$ cat src/rtl/gpio_irq_pkg.sv
package gpio_irq_pkg;
  localparam int unsigned DATA_W = 4;

  typedef enum logic [1:0] {
    TRIG_LOW  = 2'b00,
    TRIG_HIGH = 2'b01,
    TRIG_FALL = 2'b10,
    TRIG_RISE = 2'b11
  } trig_e;

  localparam logic [1:0] SETUP_INPUT = 2'b01;
endpackage

$ cat src/rtl/gpio_irq_sync.sv
module gpio_irq_sync #(
  parameter int unsigned STAGES = 2
) (
  input  logic clk_i,
  input  logic rst_ni,
  input  logic d_i,
  output logic q_o
);
  logic [STAGES-1:0] chain_q;

  generate
    for (genvar g = 0; g < STAGES; g++) begin : g_stage
      always_ff @(posedge clk_i or negedge rst_ni) begin
        if (!rst_ni) chain_q[g] <= 1'b0;
        else if (g == 0) chain_q[g] <= d_i;
        else chain_q[g] <= chain_q[(g == 0) ? 0 : g-1];
      end
    end
  endgenerate

  assign q_o = chain_q[STAGES-1];
endmodule

$ cat src/rtl/gpio_irq_cfg.sv
module gpio_irq_cfg
  import gpio_irq_pkg::*;
#(
  parameter int unsigned ADDR_W   = 8,
  parameter logic [ADDR_W-1:0] CFG_ADDR = 8'h06,
  parameter logic [ADDR_W-1:0] EN_ADDR  = 8'h07
) (
  input  logic              clk_i,
  input  logic              rst_ni,
  input  logic              wr_en_i,
  input  logic [ADDR_W-1:0] wr_addr_i,
  input  logic [DATA_W-1:0] wr_data_i,
  output logic [1:0]        setup_o,
  output trig_e             mode_o,
  output logic              en_o
);
  logic wr_cfg, wr_en_reg;
  assign wr_cfg    = wr_en_i && (wr_addr_i == CFG_ADDR);
  assign wr_en_reg = wr_en_i && (wr_addr_i == EN_ADDR);

  always_ff @(posedge clk_i or negedge rst_ni) begin
    if (!rst_ni) begin
      setup_o <= 2'b00;
      mode_o  <= TRIG_LOW;
      en_o    <= 1'b0;
    end else begin
      if (wr_cfg) begin
        setup_o <= wr_data_i[1:0];
        mode_o  <= trig_e'(wr_data_i[3:2]);
      end
      if (wr_en_reg) en_o <= wr_data_i[0];
    end
  end

  // foreign addresses leave the registers untouched
  a_r2_other_addr_ignored: assert property (@(posedge clk_i) disable iff (!rst_ni)
    (wr_en_i && wr_addr_i != CFG_ADDR && wr_addr_i != EN_ADDR)
      |=> ($stable(en_o) && $stable(setup_o) && $stable(mode_o)));
endmodule

$ cat src/rtl/gpio_irq_detect.sv
module gpio_irq_detect
  import gpio_irq_pkg::*;
(
  input  logic  clk_i,
  input  logic  rst_ni,
  input  logic  pin_s_i,
  input  trig_e mode_i,
  output logic  cond_o
);
  logic prev_q;

  always_ff @(posedge clk_i or negedge rst_ni) begin
    if (!rst_ni) prev_q <= 1'b0;
    else prev_q <= pin_s_i;
  end

  always_comb begin
    unique case (mode_i)
      TRIG_LOW:  cond_o = !pin_s_i;
      TRIG_HIGH: cond_o = pin_s_i;
      TRIG_FALL: cond_o = prev_q && !pin_s_i;
      TRIG_RISE: cond_o = !prev_q && pin_s_i;
      default:   cond_o = 1'b0;
    endcase
  end

  // an edge condition lasts a single cycle for a steady pin
  a_r6_edge_one_shot: assert property (@(posedge clk_i) disable iff (!rst_ni)
    (cond_o && mode_i[1] && $stable(mode_i)) |=> (!cond_o || $changed(pin_s_i) || $changed(mode_i)));
endmodule

$ cat src/rtl/gpio_irq_ctrl.sv
module gpio_irq_ctrl
  import gpio_irq_pkg::*;
#(
  parameter int unsigned ADDR_W      = 8,
  parameter int unsigned SYNC_STAGES = 2,
  parameter logic [ADDR_W-1:0] CFG_ADDR = 8'h06,
  parameter logic [ADDR_W-1:0] EN_ADDR  = 8'h07
) (
  input  logic              clk_i,
  input  logic              rst_ni,
  input  logic              pin_i,
  input  logic              wr_en_i,
  input  logic [ADDR_W-1:0] wr_addr_i,
  input  logic [DATA_W-1:0] wr_data_i,
  input  logic              stat_rd_i,
  output logic              stat_o,
  output logic              irq_no
);
  logic [1:0] setup;
  trig_e      mode;
  logic       en, pin_s, cond, armed;
  logic       stat_q, irq_q;

  gpio_irq_cfg #(
    .ADDR_W(ADDR_W), .CFG_ADDR(CFG_ADDR), .EN_ADDR(EN_ADDR)
  ) i_cfg (
    .clk_i, .rst_ni, .wr_en_i, .wr_addr_i, .wr_data_i,
    .setup_o(setup), .mode_o(mode), .en_o(en)
  );

  gpio_irq_sync #(.STAGES(SYNC_STAGES)) i_sync (
    .clk_i, .rst_ni, .d_i(pin_i), .q_o(pin_s)
  );

  gpio_irq_detect i_detect (
    .clk_i, .rst_ni, .pin_s_i(pin_s), .mode_i(mode), .cond_o(cond)
  );

  assign armed = en && (setup == SETUP_INPUT);

  // set beats read-clear; disarm beats both
  always_ff @(posedge clk_i or negedge rst_ni) begin
    if (!rst_ni)        stat_q <= 1'b0;
    else if (!armed)    stat_q <= 1'b0;
    else if (cond)      stat_q <= 1'b1;
    else if (stat_rd_i) stat_q <= 1'b0;
  end

  always_ff @(posedge clk_i or negedge rst_ni) begin
    if (!rst_ni) irq_q <= 1'b1;
    else irq_q <= !(stat_q && armed);
  end

  assign stat_o = stat_q;
  assign irq_no = irq_q;

  a_r4_set_on_cond: assert property (@(posedge clk_i) disable iff (!rst_ni)
    (armed && cond) |=> stat_q);

  a_r5_read_clears_when_gone: assert property (@(posedge clk_i) disable iff (!rst_ni)
    (armed && !cond && stat_rd_i) |=> !stat_q);

  a_r6_set_wins_over_read: assert property (@(posedge clk_i) disable iff (!rst_ni)
    (armed && cond && stat_rd_i) |=> stat_q);

  a_r8_disarm_clears: assert property (@(posedge clk_i) disable iff (!rst_ni)
    !armed |=> !stat_q);

  a_r7_idle_output_high: assert property (@(posedge clk_i) disable iff (!rst_ni)
    !stat_q |=> irq_no);
endmodule

$ cat config.mk
export PLATFORM = sky130hd
export DESIGN_NAME = gpio_irq_ctrl
export DESIGN_NICKNAME = d
export VERILOG_FILES = /design/src/rtl/gpio_irq_pkg.sv /design/src/rtl/gpio_irq_sync.sv /design/src/rtl/gpio_irq_cfg.sv /design/src/rtl/gpio_irq_detect.sv /design/src/rtl/gpio_irq_ctrl.sv
export SDC_FILE = /design/constraint.sdc
export NUM_CORES = 1
export LEC_CHECK = 0
export ABC_AREA = 1
export BUFFER_PORTS_ARGS = -buffer_cell sky130_fd_sc_hd__buf_4
export CORE_MARGIN = 1
export CORE_UTILIZATION = 35
export CTS_CLUSTER_SIZE = 12
export DETAILED_ROUTE_END_ITERATION = 8
export HOLD_SLACK_MARGIN = 0.02
export PLACE_DENSITY = 0.58
export SYNTH_ARGS = -nofsm -noshare
export SYNTH_HDL_FRONTEND = slang
export SYNTH_SLANG_ARGS = --single-unit
$ cat constraint.sdc
create_clock -name clk_i -period 1.2 [get_ports clk_i]
set_clock_uncertainty 0.2 [all_clocks]
set_input_delay 0.24 -clock clk_i [delete_from_list [all_inputs] [get_ports clk_i]]
set_output_delay 0.24 -clock clk_i [all_outputs]
set_load 0.01 [all_outputs]
==> impl_metrics.py, run 1 <==
metrics = {
    "clock_tree": {
        "cts_made_buffers": 3,
        "clk_latency_ns": 0.25,
        "cts_sinks": 10,
        "clkTransAtPathRegs_ns": 0.06,
        "h-tree-depth": 1,
        "cts_tree": "yes",
        "clock_path_buffers": 2,
        "root_buffer": "clkbuf_4",
    },
    "placed_design": {
        "postPlaceCellArea_um2": 614,
        "dp_hpwl_um": 693,
        "portBuffers": 18,
        "gp_congestion": 0.734,
        "dp_cells": 84,
    },
    "timing": {
        "hold_viol_final": 0,
        "fin_crit_sh_pct": 110,
        "slew_viol_final": 0,
        "fin_ws_ns": -0.115,
        "worst_slew_pin_slew_ns": 0.163,
        "finalSetupViolations": 2,
        "rsz0062_at_grt": "true",
        "period_needed_ns": 1.31,
        "fmax_mhz": 761,
        "relSlewSlack_pct": 89.0,
    },
    "global_routing": {
        "grt_pass1_wl_um": 1550,
        "grt_max_degree": 11,
        "first_global_vias": 392,
        "grt_usage_pct": 16.3,
        "grt_antenna_before_repair": 0,
        "grt_overflow": 0,
    },
    "synthesis": {
        "ys_seq_area_share_pct": 54.5,
        "syn_avg_cell_area_um2": 8.88,
        "synth_area_leader_cell": "dfrtp_1",
        "synth_top_area_share_pct": 48.8,
        "ys_types": 14,
        "synth_nets": 69,
        "yosysWarnings": 0,
        "syn-instance-count": 52,
        "synthTopCellsByArea": "dfrtp_1 49%, nand2_1 14%, nand3_1 7.6%",
        "ys_seq_elements": 10,
        "syn_area_um2": 462,
    },
    "critical_path": {
        "crit_path_end_kind": "primary output",
        "cp.required_ns": 0.76,
        "cp_max_fo": 1,
        "slowest_stage": "dfstp_2",
        "cp.buffers_inverters": 1,
        "slowest_delay_ns": 0.53,
        "arrival_ns": 0.87,
        "cp_cell_sequence": "buf_6",
        "startpoint_type": "register",
        "crit_type": "reg2out",
        "path_delay_family": "flip-flops",
    },
    "routing": {
        "drc": 0,
        "first_iter_violations": 8,
        "routed_via_density": 4.36,
        "wl_um": 856,
        "antenna_left": 0,
        "vias": 401,
        "wl_per_cell_um": 9.30,
        "drt_pass1_iterations": 4,
    },
    "floorplan": {
        "die_y_um": 38.3,
        "dieArea_um2": 1470,
        "num_io_pins": 19,
        "initial_core_util_pct": 39.4,
        "core_area_um2": 1170,
        "die-width_um": 38.3,
        "rows": 12,
    },
    "power_and_ir_drop": {
        "p_total_mw": 0.679,
        "peakVddDrop_mv": 0.907,
        "power_density_nw_per_um2": 990,
        "p_leak_nw": 0.394,
    },
    "status": {
        "violations": "negative setup slack",
        "status": "complete, but fails checks",
    },
    "hold_path": {
        "hold_class": "in2reg",
    },
    "flow_run": {
        "maxCapViolCount": 0,
    },
    "layout": {
        "nets": 96,
        "area_growth_pct": 48.5,
        "antenna_cells": 0,
        "final_cells": 92,
        "drive_gt1_share_pct": 37.2,
        "finalInstanceArea_um2": 686,
    },
}
[synth_stat cells, drive strengths merged]
master,count
nand2,19
dfstp,1
dfrtp,9
nand4,1
o21ai,1
nor2,7
nand3,8
inv,6
[stage by stage]
step | hold slack, ns | setup slack, ns | TNS [ns] | utilization (%)
floorplan | -0.256 | 0.172 | 0 | -
global placement | -0.126 | 0.00294 | 0 | 52.5
detailed placement | -0.124 | -0.0202 | -0.0690 | 52.5
CTS | 0.0208 | -0.122 | -0.134 | 58.5
global route | 0.0369 | -0.140 | -0.177 | 58.5
finish | 0.0190 | -0.115 | -0.124 | 58.5
[power by group]
part	total [mW]	internal, mW	switching [mW]
Sequential	0.358	0.350	0.00743
Clock	0.233	0.128	0.105
Combinational	0.0877	0.0505	0.0372
[registers in the layout, indices dropped and copies added (netlist names)]
name	flops
i_cfg.mode_o	2
i_cfg.setup_o	2
i_cfg.en_o	1
i_detect.prev_q	1
i_sync.chain_q	1
i_sync.q_o	1
irq_no	1
stat_o	1
[final timing paths]
check                                   from         endpoint  slack [ns]  cells past startpoint
max                                   irq_no           irq_no       -0.11                      1
min                             wr_data_i[3]  i_cfg.mode_o[1]        0.02                      3
max reg2reg                  i_cfg.mode_o[1]           stat_o        0.12                      5
min reg2reg                i_sync.chain_q[0]       i_sync.q_o        0.15                      0
max in group asynchronous             rst_ni           irq_no        0.44                      2
min in group asynchronous             rst_ni  i_cfg.mode_o[1]        0.14                      2
[worst min-delay path, stage by stage]
cell and delay (ns):
buf_4 0.08, nand3_1 0.06, nand2_1 0.07
[layer usage]
layer / track usage [%] / wire, um / vias to the layer above
li1: - / - / 216
met1: 17.9 / 379 / 178
met2: 26.7 / 439 / 7
met3: 8.72 / 37 / 0
met4: 5.36 / 0 / 0
met5: 0 / 0 / -
[kinds of logic (layout without fill, tap and decap cells)]
logic type	count (synthesis)	in the layout	share of synthesized area, %
flops	10	10	54.5
buf+inv	6	32	4.88
compound gates	1	1	1.08
simple gates	35	35	39.6
[layout make-up]
| type | count | area [um2] |
|---|---|---|
| Fill cell | 114 | 485 |
| Sequential cell | 10 | 251 |
| Multi-Input combinational cell | 36 | 188 |
| Timing Repair Buffer | 22 | 180 |
| Clock buffer | 4 | 26.3 |
| Inverter | 6 | 22.5 |
| Tap cell | 14 | 17.5 |
[repair_timing]
action	4_1_cts	5_1_grt
hold endpoints to repair	12	0
gates resized for setup	2	0
hold buffers	3	0
buffers inserted	1	0
setup endpoints to repair	2	2
[cells in the final DEF, fill, tap and decap left out]
cell type,Yosys,layout
dlygate4sd3_1,0,3
inv_2,1,1
nand2_2,1,1
o21ai_0,1,1
inv_1,5,5
nand3_1,7,7
nand4_1,1,1
clkbuf_1,0,1
buf_6,0,2
dfrtp_1,9,9
nand3_2,1,1
buf_4,0,17
dfstp_2,1,1
nor2_1,5,5
nor2_8,1,1
nand2_4,1,1
clkbuf_4,0,3
nor2_4,1,1
nand2_1,17,17
Power figures use the tool's default switching activity.
==> run 2: changes to the inputs <==
--- a/config.mk
+++ b/config.mk
@@ -7,12 +7,14 @@
 export LEC_CHECK = 0
 export ABC_AREA = 1
 export BUFFER_PORTS_ARGS = -buffer_cell sky130_fd_sc_hd__buf_4
+export CORE_ASPECT_RATIO = 1.1
 export CORE_MARGIN = 1
 export CORE_UTILIZATION = 35
 export CTS_CLUSTER_SIZE = 12
 export DETAILED_ROUTE_END_ITERATION = 8
 export HOLD_SLACK_MARGIN = 0.02
-export PLACE_DENSITY = 0.58
+export PLACE_DENSITY = 0.57
 export SYNTH_ARGS = -nofsm -noshare
 export SYNTH_HDL_FRONTEND = slang
+export SYNTH_HIERARCHICAL = 1
 export SYNTH_SLANG_ARGS = --single-unit
==> run 2 against run 1 <==
  * The flow still finishes with violations (negative setup slack)
  * Worst hold slack improved by 0.016 ns
  * Synthesized cell count increased by 17%
  * Highest routed layer is now met4
  * Non-clock buffer count unchanged
  * Die area is 9.8% higher
  * Largest power group unchanged
  * Largest cell class unchanged
  * Cell count up 12%
  * Fmax is 0.27% higher
  * Flip-flop and latch count did not move
  * Global-route usage down 1.3 points
==> impl_metrics.py, run 2 <==
metrics = {
    "critical_path": {
        "rrSetupSlack_ns": 0.09,
        "path_delay_family": "flip-flops",
        "cp_max_fo": 1,
        "crit_path_end_kind": "primary output",
        "cp.buffers_inverters": 1,
        "r2r-start": "stat_o",
        "cp_cell_sequence": "buf_6",
        "reg2reg_depth": 6,
        "slowest_delay_ns": 0.53,
        "reg2reg_to": "stat_o",
        "crit_type": "reg2out",
        "arrival_ns": 0.87,
        "cp.required_ns": 0.76,
        "cp.depth": 1,
        "startpoint_type": "register",
        "slowest_stage": "dfstp_2",
    },
    "hold_path": {
        "hold_end": "i_cfg/mode_o[1]",
        "hold_class": "in2reg",
        "hold_path.startpoint": "wr_data_i[3]",
        "hold_path_depth": 3,
    },
    "routing": {
        "antenna_left": 0,
        "drc": 0,
        "drt_pass1_iterations": 4,
        "vias": 449,
        "wl_um": 883,
        "routed_via_density": 4.36,
        "first_iter_violations": 6,
        "wl_per_cell_um": 8.57,
    },
    "synthesis": {
        "synth_nets": 78,
        "ys_seq_area_share_pct": 49.4,
        "synth_xor_area_share_pct": 0,
        "syn_area_um2": 509,
        "synth_fa_ha_area_share_pct": 0,
        "synth-edff-count": 0,
        "ys_types": 12,
        "synth_top_family_by_area": "simple AND/OR/NAND/NOR gates",
        "syn-instance-count": 61,
        "yosysWarnings": 6,
        "ys_seq_elements": 10,
        "synth_top_area_share_pct": 44.2,
        "synthTopCellsByCount": "24 x nand2_1, 11 x inv_1, 9 x dfrtp_1",
        "synth-simple-area-share_pct": 42.5,
        "syn_avg_cell_area_um2": 8.35,
        "synthMuxAreaShare_pct": 0,
        "ys.flop_type": "dfrtp_1",
        "synth_area_leader_cell": "dfrtp_1",
        "async_flop_share_pct": 100,
        "synth-compound-area-share_pct": 0,
        "synthMostInstantiatedCell": "nand2_1",
        "synthTopCellsByArea": "dfrtp_1 44%, nand2_1 18%, inv_1 8.1%",
    },
    "floorplan": {
        "initial_core_util_pct": 37.3,
        "core_area_um2": 1370,
        "rows": 14,
        "die_y_um": 42.0,
        "die-width_um": 38.4,
        "num_io_pins": 19,
        "dieArea_um2": 1610,
    },
    "placed_design": {
        "gp_congestion": 0.736,
        "dp_hpwl_um": 724,
        "portBuffers": 18,
    },
    "timing": {
        "rsz0062_at_grt": "true",
        "fin_ws_ns": -0.111,
        "period_needed_ns": 1.31,
        "relSlewSlack_pct": 89.2,
        "holdWs_ns": 0.0349,
        "slew_viol_final": 0,
        "finalSetupViolations": 2,
        "hold_viol_final": 0,
        "fin_crit_sh_pct": 109,
        "fmax_mhz": 763,
        "worst_slew_pin_slew_ns": 0.161,
    },
    "clock_tree": {
        "clock_path_buffers": 2,
        "h-tree-depth": 1,
        "clk_latency_ns": 0.25,
        "cts_tree": "yes",
        "root_buffer": "clkbuf_4",
        "cts_made_buffers": 3,
        "clkTransAtPathRegs_ns": 0.06,
        "cts_sinks": 10,
    },
    "global_routing": {
        "grt_overflow": 0,
        "grt_antenna_before_repair": 0,
        "grt_usage_pct": 15.0,
        "first_global_vias": 414,
        "grt_max_degree": 11,
        "grt_pass1_wl_um": 1650,
    },
    "power_and_ir_drop": {
        "power_density_nw_per_um2": 1010,
        "peakVddDrop_mv": 0.478,
        "p_total_mw": 0.749,
        "p_leak_nw": 0.426,
    },
    "layout": {
        "nets": 105,
        "drive_gt1_share_pct": 36.8,
        "final_common_cell": "nand2_1",
        "fillers": 153,
        "top_regs": "i_cfg/mode_o x2, i_cfg/setup_o x2",
        "utilization_pct": 54.4,
        "final_cell_mix": "24 x nand2_1, 18 x buf_4, 11 x inv_1, 9 x dfrtp_1, 5 x nand4_1",
        "area_growth_pct": 45.9,
        "antenna_cells": 0,
    },
    "status": {
        "status": "complete, but fails checks",
        "violations": "negative setup slack",
    },
    "flow_run": {
        "maxCapViolCount": 0,
    },
}
## run 2: worst max path at each step
stage	slack, ns	start	end
3_5_place_dp	0.03	wr_addr_i[6]	i_cfg/mode_o[0]
6_report	-0.11	irq_no	irq_no
2_1_floorplan	0.19	wr_addr_i[6]	i_cfg/mode_o[0]
5_1_grt	-0.15	irq_no	irq_no
4_1_cts	-0.13	irq_no	irq_no
3_3_place_gp	0.04	wr_addr_i[6]	i_cfg/mode_o[1]
## run 2: kinds of logic (layout without fill, tap and decap cells)
kind of cell  count (synthesis)  after routing
buf+inv                      11             37
simple gates                 40             40
flops                        10             10
## run 2: metrics by stage
stage	std cells	setup TNS (ns)	area (um2)	setup WS [ns]
final	103	-0.114	743	-0.111
after global routing	103	-0.182	743	-0.147
after CTS	102	-0.157	736	-0.133
after detailed placement	95	0	664	0.0268
after global placement	95	0	664	0.0361
after floorplan	61	0	509	0.194
## run 2: where the power goes
group          switching [mW]  internal, mW
Clock                   0.108         0.184
Combinational          0.0461        0.0525
Sequential            0.00809         0.350
## run 2: layer usage
metal	GRT usage, %	vias up	share of wire [%]
met1	18.2	191	45
met3	6.38	2	4.9
met5	0	-	0
met4	8.28	0	2.4
met2	22.0	17	47
li1	-	239	-
## run 2: final cells by class
type                            instances  area (um2)  share of cell area (%)
Clock buffer                            4        36.3                    4.88
Inverter                               11        41.3                    5.56
Multi-Input combinational cell         40         216                    29.1
Sequential cell                        10         251                    33.8
Tap cell                               16        20.0                    2.69
Timing Repair Buffer                   22         178                    23.9
## run 2: repair_timing
| action | in CTS | in global routing |
|---|---|---|
| gates cloned | 0 | 0 |
| endpoints found under the setup margin | 2 | 2 |
| setup buffers | 1 | 1 |
| hold buffers | 2 | 0 |
| hold endpoints to repair | 11 | 0 |
| resized for setup | 2 | 0 |
